$ cat config.mk
export PLATFORM = sky130hd
export DESIGN_NAME = byte_dma
export DESIGN_NICKNAME = d
export VERILOG_FILES = /design/src/rtl/byte_dma_pkg.sv /design/src/rtl/byte_dma_ctrl.sv /design/src/rtl/byte_dma_datapath.sv /design/src/rtl/byte_dma.sv
export SDC_FILE = /design/constraint.sdc
export NUM_CORES = 1
export LEC_CHECK = 0
export CAP_MARGIN = 20
export CORE_MARGIN = 3
export CORE_UTILIZATION = 30
export DETAILED_ROUTE_END_ITERATION = 6
export PLACE_DENSITY_LB_ADDON = 0.15
export SYNTH_ARGS = -nofsm -noshare
export SYNTH_HDL_FRONTEND = slang
export SYNTH_SLANG_ARGS = --single-unit
$ cat constraint.sdc
create_clock -name clk -period 2.04 [get_ports clk]
set_input_delay 0.408 -clock clk [delete_from_list [all_inputs] [get_ports clk]]
set_output_delay 0.408 -clock clk [all_outputs]
set_load 0.1 [all_outputs]
$ cat src/rtl/byte_dma_pkg.sv
package byte_dma_pkg;

  typedef enum logic [2:0] {
    ST_IDLE,
    ST_REQ,
    ST_DEVADDR,
    ST_DEVRD,
    ST_MEMADDR,
    ST_MEMWR,
    ST_RELEASE
  } dmaState_e;

  typedef struct packed {
    logic driveEn;
    logic selMem;
    logic rdStb;
    logic wrStb;
    logic capture;
    logic advance;
  } dmaStrobes_t;

  localparam logic [1:0] CFG_ADDR  = 2'd0;
  localparam logic [1:0] CFG_COUNT = 2'd1;
  localparam logic [1:0] CFG_CTRL  = 2'd2;

endpackage

$ cat src/rtl/byte_dma_ctrl.sv
module byte_dma_ctrl
  import byte_dma_pkg::*;
(
  input  logic        clk,
  input  logic        rstN,
  input  logic        devReq,
  input  logic        busAck,
  input  logic        canStart,
  input  logic        lastByte,
  output logic        busReq,
  output logic        idle,
  output dmaStrobes_t stb
);

  dmaState_e state, stateNext;

  always_ff @(posedge clk or negedge rstN) begin
    if (!rstN) state <= ST_IDLE;
    else       state <= stateNext;
  end

  always_comb begin
    stateNext = state;
    unique case (state)
      ST_IDLE:    if (canStart && devReq && !busAck) stateNext = ST_REQ;
      ST_REQ:     if (busAck) stateNext = ST_DEVADDR;
      ST_DEVADDR: stateNext = ST_DEVRD;
      ST_DEVRD:   stateNext = ST_MEMADDR;
      ST_MEMADDR: stateNext = ST_MEMWR;
      ST_MEMWR:   stateNext = (lastByte || !devReq) ? ST_RELEASE : ST_DEVADDR;
      ST_RELEASE: if (!busAck) stateNext = ST_IDLE;
      default:    stateNext = ST_IDLE;
    endcase
  end

  logic inXfer;
  assign inXfer = (state == ST_DEVADDR) || (state == ST_DEVRD) ||
                  (state == ST_MEMADDR) || (state == ST_MEMWR);

  assign busReq = (state == ST_REQ) || inXfer;
  assign idle   = (state == ST_IDLE);

  always_comb begin
    stb         = '0;
    stb.driveEn = inXfer && busAck;
    stb.selMem  = (state == ST_MEMADDR) || (state == ST_MEMWR);
    stb.rdStb   = (state == ST_DEVRD);
    stb.wrStb   = (state == ST_MEMWR);
    stb.capture = (state == ST_DEVRD);
    stb.advance = (state == ST_MEMWR);
  end

endmodule

$ cat src/rtl/byte_dma_datapath.sv
module byte_dma_datapath
  import byte_dma_pkg::*;
#(
  parameter int ADDR_W = 16,
  parameter int CNT_W  = 8,
  parameter int DATA_W = 8,
  parameter logic [ADDR_W-1:0] DEV_ADDR = 16'hF000
) (
  input  logic              clk,
  input  logic              rstN,
  input  logic              cfgWrEn,
  input  logic [1:0]        cfgSel,
  input  logic [ADDR_W-1:0] cfgWrData,
  input  logic              idle,
  input  dmaStrobes_t       stb,
  input  logic [DATA_W-1:0] busDataIn,
  output logic              canStart,
  output logic              lastByte,
  output logic              busOe,
  output logic [ADDR_W-1:0] busAddr,
  output logic              busRd,
  output logic              busWr,
  output logic [DATA_W-1:0] busDataOut,
  output logic              doneIrq
);

  localparam logic [CNT_W-1:0]  CNT_ONE  = CNT_W'(1);
  localparam logic [ADDR_W-1:0] ADDR_ONE = ADDR_W'(1);

  logic [ADDR_W-1:0] memAddr;
  logic [CNT_W-1:0]  count;
  logic [DATA_W-1:0] dataReg;
  logic              armed;
  logic              done;
  logic              cfgTake;

  assign cfgTake = cfgWrEn && idle;

  always_ff @(posedge clk or negedge rstN) begin
    if (!rstN) begin
      memAddr <= '0;
      count   <= '0;
      dataReg <= '0;
      armed   <= 1'b0;
      done    <= 1'b0;
    end else begin
      if (cfgTake) begin
        unique case (cfgSel)
          CFG_ADDR:  memAddr <= cfgWrData;
          CFG_COUNT: count   <= cfgWrData[CNT_W-1:0];
          CFG_CTRL: begin
            armed <= cfgWrData[0];
            if (cfgWrData[0]) done <= 1'b0;
          end
          default: ;
        endcase
      end
      if (stb.capture) dataReg <= busDataIn;
      if (stb.advance) begin
        memAddr <= memAddr + ADDR_ONE;
        count   <= count - CNT_ONE;
        if (count == CNT_ONE) begin
          done  <= 1'b1;
          armed <= 1'b0;
        end
      end
    end
  end

  assign canStart   = armed && (count != '0);
  assign lastByte   = (count == CNT_ONE);
  assign busOe      = stb.driveEn;
  assign busAddr    = stb.driveEn ? (stb.selMem ? memAddr : DEV_ADDR) : '0;
  assign busRd      = stb.driveEn && stb.rdStb;
  assign busWr      = stb.driveEn && stb.wrStb;
  assign busDataOut = (stb.driveEn && stb.selMem) ? dataReg : '0;
  assign doneIrq    = done;

endmodule

$ cat src/rtl/byte_dma.sv
module byte_dma
  import byte_dma_pkg::*;
#(
  parameter int ADDR_W = 16,
  parameter int CNT_W  = 8,
  parameter int DATA_W = 8,
  parameter logic [ADDR_W-1:0] DEV_ADDR = 16'hF000
) (
  input  logic              clk,
  input  logic              rstN,
  input  logic              cfgWrEn,
  input  logic [1:0]        cfgSel,
  input  logic [ADDR_W-1:0] cfgWrData,
  input  logic              devReq,
  output logic              busReq,
  input  logic              busAck,
  output logic              busOe,
  output logic [ADDR_W-1:0] busAddr,
  output logic              busRd,
  output logic              busWr,
  input  logic [DATA_W-1:0] busDataIn,
  output logic [DATA_W-1:0] busDataOut,
  output logic              doneIrq
);

  dmaStrobes_t stb;
  logic        idle;
  logic        canStart;
  logic        lastByte;

  byte_dma_ctrl u_ctrl (
    .clk      (clk),
    .rstN     (rstN),
    .devReq   (devReq),
    .busAck   (busAck),
    .canStart (canStart),
    .lastByte (lastByte),
    .busReq   (busReq),
    .idle     (idle),
    .stb      (stb)
  );

  byte_dma_datapath #(
    .ADDR_W   (ADDR_W),
    .CNT_W    (CNT_W),
    .DATA_W   (DATA_W),
    .DEV_ADDR (DEV_ADDR)
  ) u_dp (
    .clk        (clk),
    .rstN       (rstN),
    .cfgWrEn    (cfgWrEn),
    .cfgSel     (cfgSel),
    .cfgWrData  (cfgWrData),
    .idle       (idle),
    .stb        (stb),
    .busDataIn  (busDataIn),
    .canStart   (canStart),
    .lastByte   (lastByte),
    .busOe      (busOe),
    .busAddr    (busAddr),
    .busRd      (busRd),
    .busWr      (busWr),
    .busDataOut (busDataOut),
    .doneIrq    (doneIrq)
  );

endmodule

==> impl_metrics.toml <==
[timing]
setup_viol_count_final = 0
post-route-period-util_pct = 97.24
holdWs_ns = 0.4864
finalClockSkew_ns = 0.005299
setup_ws_ns = 0.05639
grt_setup_unrepaired = "yes"
number_of_pins_with_negative_max_slew_slack_in_the_final_report = 0
transition_at_the_pin_with_the_smallest_max_transition_slack_ns = 0.5064
post-route-min-period_ns = 1.984
final_hold_viol_count = 0
worst_slew_margin_rel_pct = 66.24
finalSetupTns_ns = 0
fmaxAchievable_ghz = 0.5041

[drt]
top_layer_used = "met4"
drc_errors = 0
met3_wirelength_um = 275
detail_route.wl_per_cell_um = 16.01
routed_wl_um = 6853
via_count = 2213
pre_antenna_drt_iters = 4
met2WireLength_um = 3279
ant_nets = 0
viasPerCell = 5.171
drt_first_iter_violations = 177
drt-met1-wl_um = 3269

[grt]
first_global_vias = 2185
antenna_found_initial = 0
grt_start_max_net_pins = 38
grt_usage_pct = 16.79
grt_pass1_wl_um = 11500
grt_overflow = 0

[clock_network]
clock_tree.buffer_depth = 2
clkTransAtPathRegs_ns = 0.07
cts-root-buf = "clkbuf_8"
clock_sinks = 37
cts.hold.buffers_added = 0
ctsHtreeMaxLevel = 2
clock_tree_from_tritoncts = "yes"
numCtsBuffers = 5
clkLatencyLatePin_ns = 0.28

[final_layout]
finish.cell_count_without_fillers = 428
synth_to_layout_area_growth_pct = 63.34
final_cell_area_mm2 = 0.003662
layout.core_utilization_pct = 52.17
sequential_cell_area_in_the_final_layout_um2 = 925.9
multi_input_comb_area_mm2 = 0.001379
fill_cells = 633
drive_above_1_share_pct = 34.94
fin_nets = 367
num_antenna_cells = 0

[hold_path]
holdCritPathClass = "reg2reg"

[place]
hpwlAfterDp_um = 5204
post-place-ws_ns = -0.2582
gp_congestion = 0.8145
buffer_ports.inserted = 59
place_area_mm2 = 0.003458
dpl.cell_count = 419

[die]
core.rowCount = 30
initial_core_util_pct = 31.94
core_mm2 = 0.007019
design.die.area_mm2 = 0.008547
die_h_um = 92.45
io_pins = 60
fp.dieW_um = 92.45

[synth]
synth-edff-count = 0
synth_cells = 255
mappedNetlistNets = 290
async_flop_share_pct = 100.0
ys.flop_type = "dfrtp_1"
synth-warning-count = 0
postSynthRegisterBits = 37
yosysUniqueCellTypes = 51
seq_area_frac_synth_pct = 41.29
synth_area_mm2 = 0.002242
syn_area_per_cell_um2 = 8.793

[critical_path]
timing.setup.critical_path_class = "in2out"
critPathArrivalTime_ns = 1.58
cp_slowest_stage_delay_ns = 0.57
critical-path-slowest-cell = "clkdlybuf4s50_1"
worstPathRequired_ns = 1.63
crit_chain = "clkdlybuf4s50_1, buf_6, and3_1, buf_12"
cp-start-kind = "input pin"
element_type_at_the_critical_path_end = "output pin"
critical_path.max_fanout = 17

[power]
leakagePower_nw = 1.450
post-layout-total-power_mw = 5.399
power-per-cell-area_mw_per_mm2 = 1474
worst_ir_drop_vdd_v = 0.0006211

[job]
cap_viol_max_count = 0

[outcome]
status = "complete, no violations"
-- logic make-up after synthesis --
family	count (synthesis)	share of synthesized area (%)
buffers and inverters	24	4.855
adder cells (fa/ha/maj)	4	2.232
AO/OA/AOI/OAI	62	18.53
multiplexers	10	4.911
AND/OR/NAND/NOR	116	27.40
XOR/XNOR	2	0.7814
flip-flops	37	41.29
-- flip-flops by register name (all words and copies together) (netlist names) --
signal,cells
u_dp.memAddr,16
u_dp.count,8
u_ctrl.state,3
u_dp.doneIrq,1
u_dp.dataReg,8
u_dp.armed,1
-- worst max-delay path: cells and delay by family --
family / cells / cell delay, ns
buffers and inverters: 3 / 0.95
and+or+nand+nor: 1 / 0.21
-- power breakdown --
| group | switching, mW | leakage, nW | internal (mW) |
|---|---|---|---|
| combinational | 2.02 | 0.974 | 1.40 |
| sequential | 0.372 | 0.431 | 1.08 |
| clock | 0.257 | 0.0443 | 0.268 |
-- timing repair --
action,4_1_cts,5_1_grt
endpoints found under the setup margin,23,30
resized for setup,10,20
pin swaps,0,2
gates cloned,1,0
buffers inserted,1,0
-- cell usage after synthesis (2+ instances only) --
cell | n | share of area (%)
a211oi_1 | 3 | 1.0
a21o_1 | 3 | 1.0
a21oi_1 | 16 | 3.6
a221o_1 | 2 | 0.89
and3_1 | 20 | 5.6
and4_1 | 2 | 0.78
buf_1 | 2 | 0.33
buf_2 | 3 | 0.67
buf_6 | 2 | 1.0
clkbuf_1 | 10 | 1.7
dfrtp_1 | 37 | 41
ha_1 | 4 | 2.2
inv_1 | 6 | 1.0
mux2_2 | 8 | 4.0
mux2i_1 | 2 | 0.89
nand2_1 | 22 | 3.7
nand3_1 | 13 | 2.9
nand3b_1 | 2 | 0.67
nand4_1 | 6 | 1.7
nor2_1 | 26 | 4.4
nor2b_1 | 2 | 0.56
nor3_1 | 5 | 1.1
nor4_1 | 5 | 1.4
o211ai_1 | 9 | 3.0
o21ai_0 | 11 | 2.5
o22ai_1 | 2 | 0.56
o311ai_1 | 3 | 1.2
or2_2 | 3 | 0.84
or3_1 | 3 | 0.84
or4_1 | 2 | 0.67
-- cell usage in the layout (no fill, tap or decap), types with 8 or more instances in the layout --
cell type	Yosys	routed
a21oi_1	16	11
o21ai_0	11	11
buf_4	0	21
o211ai_1	9	9
clkdlybuf4s50_1	0	30
nor2_1	26	18
buf_12	0	29
and3_4	0	10
mux2_2	8	8
nand2_1	22	21
dfrtp_1	37	37
nand3_1	13	13
-- path summary, 6_finish.rpt --
check                                     start              end  slack [ns]  cells past startpoint
worst max-delay path                     busAck    busDataOut[1]        0.06                      4
worst min-delay path               u_dp.doneIrq     u_dp.doneIrq        0.49                      1
worst max register to register  u_ctrl.state[2]  u_dp.memAddr[9]        0.12                      5
worst min register to register     u_dp.doneIrq     u_dp.doneIrq        0.49                      1
max in group asynchronous                  rstN  u_dp.memAddr[0]        1.12                      2
min in group asynchronous                  rstN  u_dp.dataReg[7]        0.56                      2
-- routing by layer --
layer	up-vias	track usage [%]
met5	-	0
met2	51	27.37
met3	2	3.331
met4	0	3.094
met1	1066	23.21
li1	1094	-
-- layout make-up --
class                   instances  area share (%)
repair buffers                 87           30.51
flip-flops and latches         37           25.28
multi-input cells             194           37.65
inverters                       7          0.9224
clock buffers                   7           2.357
well taps                      96           3.280
(Power assumes the default switching activity.)
